<file path="config.mk">
export PLATFORM = sky130hd
export DESIGN_NAME = pc_sequencer
export DESIGN_NICKNAME = d
export VERILOG_FILES = /design/src/rtl/pcs_pkg.sv /design/src/rtl/pcs_retstack.sv /design/src/rtl/pcs_next_sel.sv /design/src/rtl/pc_sequencer.sv
export SDC_FILE = /design/constraint.sdc
export NUM_CORES = 1
export LEC_CHECK = 0
export BUFFER_PORTS_ARGS = -buffer_cell sky130_fd_sc_hd__buf_4
export CELL_PAD_IN_SITES_DETAIL_PLACEMENT = 1
export CELL_PAD_IN_SITES_GLOBAL_PLACEMENT = 1
export CORE_UTILIZATION = 47
export CTS_CLUSTER_DIAMETER = 30
export DETAILED_ROUTE_END_ITERATION = 10
export GPL_ROUTABILITY_DRIVEN = 0
export GPL_TIMING_DRIVEN = 0
export PLACE_DENSITY_LB_ADDON = 0.08
export RECOVER_POWER = 50
export SYNTH_ARGS = -nofsm -noshare
export SYNTH_HDL_FRONTEND = slang
export SYNTH_SLANG_ARGS = --single-unit
</file>
<file path="constraint.sdc">
create_clock -name clk -period 2.5 [get_ports clk]
set_input_delay 0.375 -clock clk [delete_from_list [all_inputs] [get_ports clk]]
set_output_delay 0.375 -clock clk [all_outputs]
set_load 0.05 [all_outputs]
</file>
<file path="src/rtl/pcs_pkg.sv">
package pcs_pkg;

    localparam int PC_W      = 13;
    localparam int IMM_W     = 11;
    localparam int PAGE_W    = 8;
    localparam int PAGE_LSB  = 3;
    localparam int PAGE_BITS = PC_W - IMM_W;

    typedef logic [PC_W-1:0]   pc_t;
    typedef logic [IMM_W-1:0]  imm_t;
    typedef logic [PAGE_W-1:0] page_t;

    typedef enum logic [1:0] {
        ACT_SEQ  = 2'd0,
        ACT_CALL = 2'd1,
        ACT_RET  = 2'd2,
        ACT_SKIP = 2'd3
    } act_e;

    typedef struct packed {
        act_e act;
        pc_t  next_pc;
        logic push;
        logic pop;
        logic nop_next;
    } seq_ctl_t;

    function automatic pc_t pc_step(input pc_t cur);
        return cur + pc_t'(1);
    endfunction

    function automatic pc_t call_dest(input imm_t imm, input page_t page);
        return {page[PAGE_LSB +: PAGE_BITS], imm};
    endfunction

endpackage

</file>
<file path="src/rtl/pcs_retstack.sv">
module pcs_retstack
    import pcs_pkg::*;
#(
    parameter int DEPTH = 8
) (
    input  logic clk,
    input  logic rst,
    input  logic push,
    input  logic pop,
    input  pc_t  push_data,
    output pc_t  tos
);
    localparam int PTR_W = (DEPTH > 1) ? $clog2(DEPTH) : 1;

    logic [PTR_W-1:0] ptr_q;
    logic [PTR_W-1:0] top_idx;
    pc_t              slot_q [DEPTH];

    assign top_idx = ptr_q - PTR_W'(1);

    always_ff @(posedge clk) begin
        if (rst) begin
            ptr_q <= '0;
        end else if (push) begin
            ptr_q <= ptr_q + PTR_W'(1);
        end else if (pop) begin
            ptr_q <= top_idx;
        end
    end

    for (genvar g = 0; g < DEPTH; g++) begin : g_slot
        always_ff @(posedge clk) begin
            if (rst) begin
                slot_q[g] <= '0;
            end else if (push && (ptr_q == PTR_W'(g))) begin
                slot_q[g] <= push_data;
            end
        end
    end

    assign tos = slot_q[top_idx];


    push_visible_chk: assert property (@(posedge clk) disable iff (rst)
        push |=> tos == $past(push_data));


    pop_wraps_chk: assert property (@(posedge clk) disable iff (rst)
        (pop && !push) |=> ptr_q == $past(ptr_q) - PTR_W'(1));


    one_op_chk: assert property (@(posedge clk) disable iff (rst)
        $onehot0({push, pop}));

endmodule

</file>
<file path="src/rtl/pcs_next_sel.sv">
module pcs_next_sel
    import pcs_pkg::*;
(
    input  logic     nop_now,
    input  logic     call_i,
    input  logic     ret_i,
    input  logic     skip_i,
    input  pc_t      cur_pc,
    input  imm_t     target,
    input  page_t    page,
    input  pc_t      tos,
    output seq_ctl_t ctl
);
    act_e act;

    always_comb begin
        if (nop_now)     act = ACT_SEQ;
        else if (call_i) act = ACT_CALL;
        else if (ret_i)  act = ACT_RET;
        else if (skip_i) act = ACT_SKIP;
        else             act = ACT_SEQ;
    end

    always_comb begin
        ctl.act      = act;
        ctl.push     = (act == ACT_CALL);
        ctl.pop      = (act == ACT_RET);
        ctl.nop_next = (act != ACT_SEQ);
        unique case (act)
            ACT_CALL: ctl.next_pc = call_dest(target, page);
            ACT_RET:  ctl.next_pc = tos;
            default:  ctl.next_pc = pc_step(cur_pc);
        endcase
    end

endmodule

</file>
<file path="src/rtl/pc_sequencer.sv">
module pc_sequencer
    import pcs_pkg::*;
#(
    parameter int STACK_DEPTH = 8
) (
    input  logic              clk,
    input  logic              rst,
    input  logic              call_i,
    input  logic [IMM_W-1:0]  call_target_i,
    input  logic              ret_i,
    input  logic              skip_i,
    input  logic [PAGE_W-1:0] page_latch_i,
    output logic [PC_W-1:0]   fetch_addr_o,
    output logic              nop_cycle_o
);
    pc_t      pc_q;
    logic     nop_q;
    pc_t      tos;
    seq_ctl_t ctl;

    pcs_next_sel u_sel (
        .nop_now (nop_q),
        .call_i  (call_i),
        .ret_i   (ret_i),
        .skip_i  (skip_i),
        .cur_pc  (pc_q),
        .target  (call_target_i),
        .page    (page_latch_i),
        .tos     (tos),
        .ctl     (ctl)
    );

    pcs_retstack #(.DEPTH(STACK_DEPTH)) u_stack (
        .clk       (clk),
        .rst       (rst),
        .push      (ctl.push),
        .pop       (ctl.pop),
        .push_data (pc_step(pc_q)),
        .tos       (tos)
    );

    always_ff @(posedge clk) begin
        if (rst) begin
            pc_q  <= '0;
            nop_q <= 1'b0;
        end else begin
            pc_q  <= ctl.next_pc;
            nop_q <= ctl.nop_next;
        end
    end

    assign fetch_addr_o = pc_q;
    assign nop_cycle_o  = nop_q;


    seq_advance_chk: assert property (@(posedge clk) disable iff (rst)
        (!nop_cycle_o && !call_i && !ret_i) |=> fetch_addr_o == $past(fetch_addr_o) + 1'b1);


    call_dest_chk: assert property (@(posedge clk) disable iff (rst)
        (!nop_cycle_o && call_i) |=>
        fetch_addr_o == {$past(page_latch_i[PAGE_LSB +: PAGE_BITS]), $past(call_target_i)});


    nop_single_chk: assert property (@(posedge clk) disable iff (rst)
        nop_cycle_o |=> !nop_cycle_o);


    nop_ignores_chk: assert property (@(posedge clk) disable iff (rst)
        nop_cycle_o |=> fetch_addr_o == $past(fetch_addr_o) + 1'b1);


    nop_raise_chk: assert property (@(posedge clk) disable iff (rst)
        (!nop_cycle_o && (call_i || ret_i || skip_i)) |=> nop_cycle_o);

endmodule

</file>
Word level (Yosys, flattened, before mapping)
Memories as Yosys holds them, arrays and structs flattened.
Index checks and enable logic that the tools add are counted.
W data, S select, Z words.
{"block": "totals", "regBits": 17, "ramBits": 104, "inputBits": 24, "output_inout_bits": 14, "elab_cells": 76, "n_memories": 1}
{"memory": "u_stack.slot_q", "words": 8, "width": 13, "read_ports": 1, "rd_clocked_by_memory_dff": 0, "wr": 8, "line_no": "pcs_retstack.sv:17", "text": "pc_t slot_q [DEPTH];"}
{"block": "op_classes", "n_addsub": 3, "eq_ne": 9, "n_mux": 41, "n_bitwise": 8, "n_reduce_logical": 11}
{"cell": "$mux W13", "count": 8}
{"cell": "$mux W1", "count": 26}
{"cell": "$pmux W13 S2", "count": 1}
{"cell": "$add A13 B1 Y13 const B", "count": 1}
{"cell": "$eq A3 B3 Y1 const B", "count": 4}
{"cell": "$logic_and A1 B1 Y1", "count": 8}
{"cell": "$mux W2", "count": 4}
{"cell": "$or A1 B1 Y1", "count": 8}
{"cell": "$eq A3 B2 Y1 const B", "count": 2}
{"cell": "$mux W3", "count": 2}
{"cell": "$reduce_bool A2 Y1", "count": 2}
{"cell": "$add A3 B1 Y3 const B", "count": 1}
{"cell": "$eq A3 B1 Y1 const B", "count": 1}
{"cell": "$logic_not A3 Y1", "count": 1}
{"cell": "$sub A3 B1 Y3 const B", "count": 1}
{"cell": "$eq A2 B1 Y1 const B", "count": 1}
{"cell": "$eq A2 B2 Y1 const B", "count": 1}

Depth between registers and ports, before layout
Gate-level depths: netlist of run 1.
{"block": "logic_depth", "ltp_word": 10, "mapped_depth": 10, "depth_no_buf": 8}

Cells and area by module
A second synthesis of run 1 with hierarchy kept.
{"block": "hier_totals", "cells_unflattened": 536, "area_unflattened_um2": 6272.3}
{"mod": "pcs_retstack", "n_inst": 1, "cells_each": 397, "area_each_um2": 5182.5, "seq_area_each_um2": 3183.1}
{"mod": "pc_sequencer", "n_inst": 1, "cells_each": 60, "area_each_um2": 586.8, "seq_area_each_um2": 280.3}
{"mod": "pcs_next_sel", "n_inst": 1, "cells_each": 79, "area_each_um2": 503.0, "seq_area_each_um2": 0.0}

Worst setup path before layout of run 1
Ideal clock, no wire load.
{"block": "synth_timing", "path_kind": "register -> register", "from": "reg nop_q, in the netlist nop_cycle_o", "to": "mem u_stack.slot_q[0][10] (netlist bit), data pin", "setup_time_ns": 0.277, "arrival_ns": 1.967, "required_ns": 2.223, "setup_slack_ns": 0.256, "path_stages_with_launch": 10, "path_buffers": 2, "synth_period_minus_slack_ns": 2.244, "path_cell_list": "dfxtp_1 -> o21bai_1 -> inv_1 -> ha_1 -> buf_2 -> nor2b_1 -> nor2b_1 -> nand2_1 -> clkbuf_1 -> nor2_1"}
{"element": "start, declared", "line_no": "pc_sequencer.sv:17", "text": "logic nop_q;"}
{"element": "start signal, assigned", "line_no": "pc_sequencer.sv:48", "text": "nop_q <= ctl.nop_next;"}
{"element": "end, declared", "line_no": "pcs_retstack.sv:17"}

Worst setup path after layout of run 1
{"block": "layout_timing", "from": "reg u_stack.ptr_q[0]", "to": "reg pc_q[12], in the netlist fetch_addr_o[12]"}
{"block": "layout_between", "elab_chain_cells": 3}
{"element": "start, declared", "line_no": "pcs_retstack.sv:15", "text": "logic [PTR_W-1:0] ptr_q;"}
{"element": "start signal, assigned", "line_no": "pcs_retstack.sv:25", "text": "ptr_q <= ptr_q + PTR_W'(1);"}
{"element": "start signal, assigned", "line_no": "pcs_retstack.sv:27", "text": "ptr_q <= top_idx;"}
{"element": "$sub A3 B1 Y3", "line_no": "pcs_retstack.sv:19", "text": "assign top_idx = ptr_q - PTR_W'(1);"}
{"element": "$mem_v2 Z8 W13"}
{"element": "$pmux W13 S2", "line_no": "pcs_next_sel.sv:29", "text": "unique case (act)"}
{"element": "end signal, assigned", "line_no": "pc_sequencer.sv:47", "text": "pc_q <= ctl.next_pc;"}
{"element": "end, declared", "line_no": "pc_sequencer.sv:16", "text": "pc_t pc_q;"}
No other way between the ends.
A chain may end at the register's enable or synchronous reset.

==> results of run 1 <==
==> stage by stage <==
step | setup WS, ns | hold slack [ns] | utilization
after global placement | -0.235 | 0.572 | 0.519
final | 0.131 | 0.323 | 0.573
after global routing | 0.0146 | 0.357 | 0.573
after detailed placement | -0.272 | 0.604 | 0.519
after CTS | 0.00223 | 0.319 | 0.576
after floorplan | 0.256 | 0.510 | -
==> cell usage after synthesis (5+ instances only) <==
cell type / count
inv_1: 9
a21oi_1: 12
nand2_1: 16
clkbuf_1: 14
a22oi_1: 10
nor2_1: 113
a221oi_1: 10
a21o_1: 5
buf_2: 6
dfxtp_1: 17
xnor2_1: 11
mux4_2: 26
edfxtp_1: 104
ha_1: 11
==> critical path: stages, from the launching register on <==
cell and delay [ns]:
dfxtp_2 0.36, buf_12 0.16, buf_8 0.19, inv_1 0.10, ha_1 0.31, buf_6 0.17
buf_8 0.18, mux4_2 0.36, a221oi_2 0.28, a211oi_2 0.08
==> power groups by stage <==
stage               combinational (µW)  sequential [µW]  clock [µW]
finish                            1380             2460        2630
floorplan                          800             2590           0
global placement                  1310             2480           0
global route                      1480             2470        2730
CTS                               1380             2460        2640
detailed placement                1330             2500           0
==> cell type report <==
type	instances	area (µm²)	area share
inverter	10	37.5	0.00572
multi-input combinational	250	1900	0.289
timing repair buffer	32	185	0.0282
clock inverter	8	143	0.0217
clock buffer	24	482	0.0733
tap	143	179	0.0272
buffer	25	181	0.0276
sequential	121	3460	0.528
==> cell families (layout without fill, tap and decap cells) <==
kind of cell | Yosys count | in the layout
compound gates | 50 | 50
mux | 26 | 26
buf+inv | 36 | 99
flops | 121 | 121
simple gates | 149 | 149
xor+xnor | 14 | 14
fa+ha+maj | 11 | 11
==> per-layer routing <==
layer | vias to the layer above | global-route usage | wire (µm)
met2 | 98 | 0.445 | 7660
li1 | 1598 | - | -
met4 | 0 | 0.102 | 284
met5 | - | 0 | 0
met1 | 1817 | 0.333 | 6180
met3 | 22 | 0.0576 | 751
==> worst max path at each step <==
stage / to
2_1_floorplan: u_stack.slot_q[0][10]
3_3_place_gp: fetch_addr_o[9]
3_5_place_dp: fetch_addr_o[9]
4_1_cts: fetch_addr_o[9]
5_1_grt: fetch_addr_o[9]
6_report: fetch_addr_o[12]
==> repair_timing <==
| item | 4_1_cts | 5_1_grt |
|---|---|---|
| endpoints found under the setup margin | 39 | 101 |
| resized for setup | 9 | 23 |
| cloned | 0 | 0 |
| pin swaps | 1 | 0 |
| hold buffers | 0 | 0 |
| hold endpoints to repair | 0 | 0 |
| setup buffers | 1 | 0 |
==> flip-flops by register name (all words and copies together) (netlist names) <==
register / flops
u_stack.ptr_q: 3
nop_cycle_o: 1
u_stack.slot_q: 104
fetch_addr_o: 13
==> impl_metrics.json, run 1 <==
{
  "ys_seq_area_frac": 0.625,
  "swShare": 0.286,
  "synth_top_family_by_area": "simple AND/OR/NAND/NOR gates",
  "ios": 38,
  "drtIter0Drc": 206,
  "dp_cells": 581,
  "hp-class": "input pin to register",
  "worst-endpoint-required_ns": 2.77,
  "rr_startpoint": "u_stack.ptr_q[0]",
  "cts_tree": "built",
  "clock-sinks": 121,
  "cts_buffer_depth": 2,
  "path_max_fanout": 10,
  "die_h_um": 111,
  "row_count": 39,
  "muxShareOfSynthArea": 0.106,
  "maxCapViolCount": 0,
  "r2r_cells": 9,
  "hpwl_mm": 9.87,
  "root_buffer": "clkbuf_16",
  "cts_inserted_buffers": 17,
  "drive_above_1_share": 0.236,
  "combPwrFrac": 0.214,
  "yosys_most_used_dff": "edfxtp_1",
  "grt_remaining_overflow": 0,
  "drt_pass1_iterations": 4,
  "synth-simple-area-share": 0.121,
  "power_uw": 6470,
  "start_kind": "register",
  "syn_nets": 442,
  "mostFrequentLayoutCells": "nor2_1 (113), edfxtp_1 (104), mux4_2 (26)",
  "area.growth.synth_to_final_pct": 18.5,
  "grt_pass1_wl_mm": 23.1,
  "min_period_ns": 2.37,
  "timing.rr.end": "fetch_addr_o[12]",
  "avgViaCountPerCell": 5.77,
  "end_kind": "register",
  "async_reset_ff_frac": 0,
  "design_area_um2": 6570,
  "peakVddDrop_mv": 0.596,
  "track_usage": 0.264,
  "detail-route-antenna-nets": 0,
  "rrSetupSlack_ns": 0.13,
  "cp_data_arrival_time_ns": 2.64,
  "tightest_slew_ns": 0.987,
  "hold_viol": 0,
  "synth_top_area_share": 0.563,
  "grt_max_degree": 17,
  "port_buffers": 31,
  "final_max_slew_viol_count": 0,
  "start_util": 0.483,
  "seq_power_share": 0.380,
  "fin_worst_skew_ns": 0.00743,
  "synth_edf_count": 104,
  "fin_cells": 613,
  "power.switching_uw": 1850,
  "clock_latency_ns": 0.43,
  "antenna_found_initial": 0,
  "finalSetupTns_ns": 0,
  "layout.nets": 492,
  "max_freq_mhz": 422,
  "rsz0062_at_grt": "no",
  "layout_commonest_cell": "nor2_1",
  "die-area_um2": 12200,
  "num_antenna_cells": 0,
  "avgSynthCellArea_um2": 13.6,
  "routed_wl_mm": 14.9,
  "setup_violations": 0,
  "drc": 0,
  "yosys.area.top_type": "edfxtp_1",
  "synth_xor_area_frac": 0.0235,
  "whs_path_depth": 3,
  "num-fill-cells": 1124,
  "leakage_uw": 0.00233,
  "pwr-share-clk": 0.406,
  "period_share": 0.947,
  "placed_area_um2": 5960,
  "critPathLaunch": "u_stack.ptr_q[0]",
  "status": "completed",
  "yosysWarnings": 0,
  "relSlewSlack": 0.337,
  "syn_inst": 407,
  "wl_per_cell_um": 24.3,
  "min_from": "call_target_i[1]",
  "via_count": 3535,
  "synth_area_leaders": "edfxtp_1 (56%), mux4_2 (11%), nor2_1 (7.7%), dfxtp_1 (6.1%), ha_1 (2.5%)",
  "htree_levels": 4,
  "synth_fa_ha_area_frac": 0.0248,
  "p_per_area_nw_per_um2": 985,
  "syn-cell-area_um2": 5540,
  "p_int_uw": 4620,
  "min_to": "fetch_addr_o[1]",
  "path_class": "register to register",
  "synth_compound_area_frac": 0.0688,
  "clkTransAtPathRegs_ns": 0.05,
  "ys_seq_elements": 121,
  "first_global_vias": 3946,
  "die_w_um": 111,
  "core_um2": 11500,
  "yosysUniqueCellTypes": 37
}
Power figures use the tool's default switching activity.
==> inputs of run 2 (changes only) <==
ABC_AREA = 1   (was not set)
==> run 2 against run 1 <==
Compared with the run above:
- clock skew is essentially flat
- die area grew 11%
- global-route usage grew 4.4 points
- setup slack lost 0.0015 ns
- register-to-register slack is essentially flat
- critical endpoint is now u_stack.slot_q[0][4]
- largest cell class unchanged
==> impl_metrics.json, run 2 <==
{
  "cts_buffer_depth": 2,
  "layout_commonest_cell": "nor2_1",
  "start_util": 0.486,
  "avgSynthCellArea_um2": 8.83,
  "syn_inst": 700,
  "hp-class": "input pin to register",
  "wl_per_cell_um": 20.9,
  "die_w_um": 117,
  "grt_remaining_overflow": 0,
  "synth.most_common_cell": "nor2_1",
  "end_kind": "register",
  "hold_viol": 0,
  "row_count": 41,
  "synth_edf_count": 104,
  "cts_tree": "built",
  "max_freq_mhz": 422,
  "clkTransAtPathRegs_ns": 0.05,
  "async_reset_ff_frac": 0,
  "first_global_vias": 5200,
  "path_max_fanout": 13,
  "whs_ns": 0.122,
  "mostFrequentLayoutCells": "nor2_1 (157), nand2_1 (120), edfxtp_1 (104)",
  "largest_reg_flops": 104,
  "setup_violations": 0,
  "syn-cell-area_um2": 6180,
  "cts_inserted_buffers": 17,
  "min_period_ns": 2.37,
  "via_count": 5130,
  "drive_above_1_share": 0.123,
  "regMostFlops": "u_stack.slot_q",
  "avgViaCountPerCell": 5.49,
  "synth_area_leaders": "edfxtp_1 (51%), nor2_1 (9.2%), nand2_1 (7.3%), nand3_1 (6.6%), dfxtp_1 (5.5%)",
  "grt_max_degree": 22,
  "area.growth.synth_to_final_pct": 15.4,
  "die-area_um2": 13600,
  "leakage_uw": 0.00288,
  "ys_seq_elements": 121,
  "htree_levels": 4,
  "root_buffer": "clkbuf_16",
  "clock_latency_ns": 0.43,
  "start_kind": "register",
  "path_class": "register to register",
  "drtIter0Drc": 338,
  "yosysUniqueCellTypes": 35,
  "layout.nets": 784,
  "drc": 0,
  "synth_top_area_share": 0.505,
  "final_max_slew_viol_count": 0,
  "syn_nets": 735,
  "p_per_area_nw_per_um2": 941,
  "detail-route-antenna-nets": 0,
  "period_share": 0.948,
  "synth_common_cells": "nor2_1 (152), nand2_1 (120), edfxtp_1 (104)",
  "yosys.area.top_type": "edfxtp_1",
  "yosysWarnings": 0,
  "worst-endpoint-required_ns": 2.51,
  "grt_pass1_wl_mm": 29.2,
  "antenna_found_initial": 0,
  "finalSetupTns_ns": 0,
  "peakVddDrop_mv": 0.552,
  "cp_data_arrival_time_ns": 2.38,
  "status": "completed",
  "core_um2": 12700,
  "maxCapViolCount": 0,
  "yosys_most_used_dff": "edfxtp_1",
  "relSlewSlack": 0.542,
  "clock-sinks": 121,
  "hpwl_mm": 13.7,
  "num_antenna_cells": 0,
  "die_h_um": 117,
  "ys_seq_area_frac": 0.560,
  "port_buffers": 31,
  "power_uw": 6710,
  "routed_wl_mm": 19.6,
  "postCtsSetupBuffers": 0,
  "fin_worst_skew_ns": 0.00726,
  "track_usage": 0.309,
  "rsz0062_at_grt": "no",
  "tightest_slew_ns": 0.685,
  "drt_pass1_iterations": 5,
  "ios": 38
}
## run 2: cell count changes after synthesis, sizes merged, moves of 15 or more
| cell | previous run | this run |
|---|---|---|
| nor2 | 113 | 163 |
| buf | 12 | 35 |
| or2 | 0 | 19 |
| mux4 | 26 | 0 |
| o21ai | 3 | 18 |
| inv | 9 | 64 |
| a21oi | 12 | 35 |
| nand3 | 4 | 81 |
| nand2 | 16 | 122 |
## run 2: kinds of logic after synthesis
family / synth area share
buffers and inverters: 0.0788
adder cells (fa/ha/maj): 0.0223
XOR/XNOR: 0.0109
AO/OA/AOI/OAI: 0.0441
AND/OR/NAND/NOR: 0.283
flip-flops: 0.560
## run 2: layer usage
metal / part of all wire / global-route usage / up-vias
met5: 0 / 0 / -
met4: 0.028 / 0.122 / 0
met3: 0.050 / 0.0555 / 43
met2: 0.49 / 0.522 / 187
met1: 0.43 / 0.394 / 2518
li1: - / - / 2382
## run 2: area by class of cell
type	instances	area [µm²]
Fill cell	1537	5590
Timing Repair Buffer	31	180
Tap cell	172	215
Clock buffer	25	515
Multi-Input combinational cell	473	2200
Sequential cell	121	3460
Buffer	40	220
Inverter	65	246
Clock inverter	7	87.6
## run 2: stage by stage
step	cells	setup WS, ns	util	instance area, µm²
finish	934	0.130	0.561	7130
global route	934	0.0184	0.561	7130
CTS	934	0.0507	0.568	7230
detailed placement	903	-0.223	0.521	6630
global placement	903	-0.0984	0.521	6630
floorplan	700	0.293	-	6180
## run 2: repair_timing
item / 4_1_cts / 5_1_grt
hold buffers: 0 / 0
pin swaps: 0 / 0
setup endpoints to repair: 9 / 13
gates resized for setup: 1 / 1
## run 2: where the power goes
group	switching, µW	internal (µW)	total [µW]
clock	878	1620	2500
sequential	81.4	2350	2430
combinational	1300	481	1780
## run 2: final timing paths
| check | slack [ns] | endpoint | startpoint | cells past startpoint |
|---|---|---|---|---|
| min | 0.12 | nop_cycle_o | rst | 2 |
| max reg2reg | 0.13 | u_stack.slot_q[0][4] | nop_cycle_o | 7 |
| min reg2reg | 0.62 | fetch_addr_o[12] | fetch_addr_o[12] | 4 |
| max | 0.13 | u_stack.slot_q[0][4] | nop_cycle_o | 7 |
## run 2: worst max-delay path: stages (launching register included)
cell	delay (ns)
dfxtp_1	0.33
nor3_1	0.31
inv_1	0.11
ha_1	0.25
buf_2	0.22
buf_2	0.22
nand3_1	0.11
nand2_1	0.41
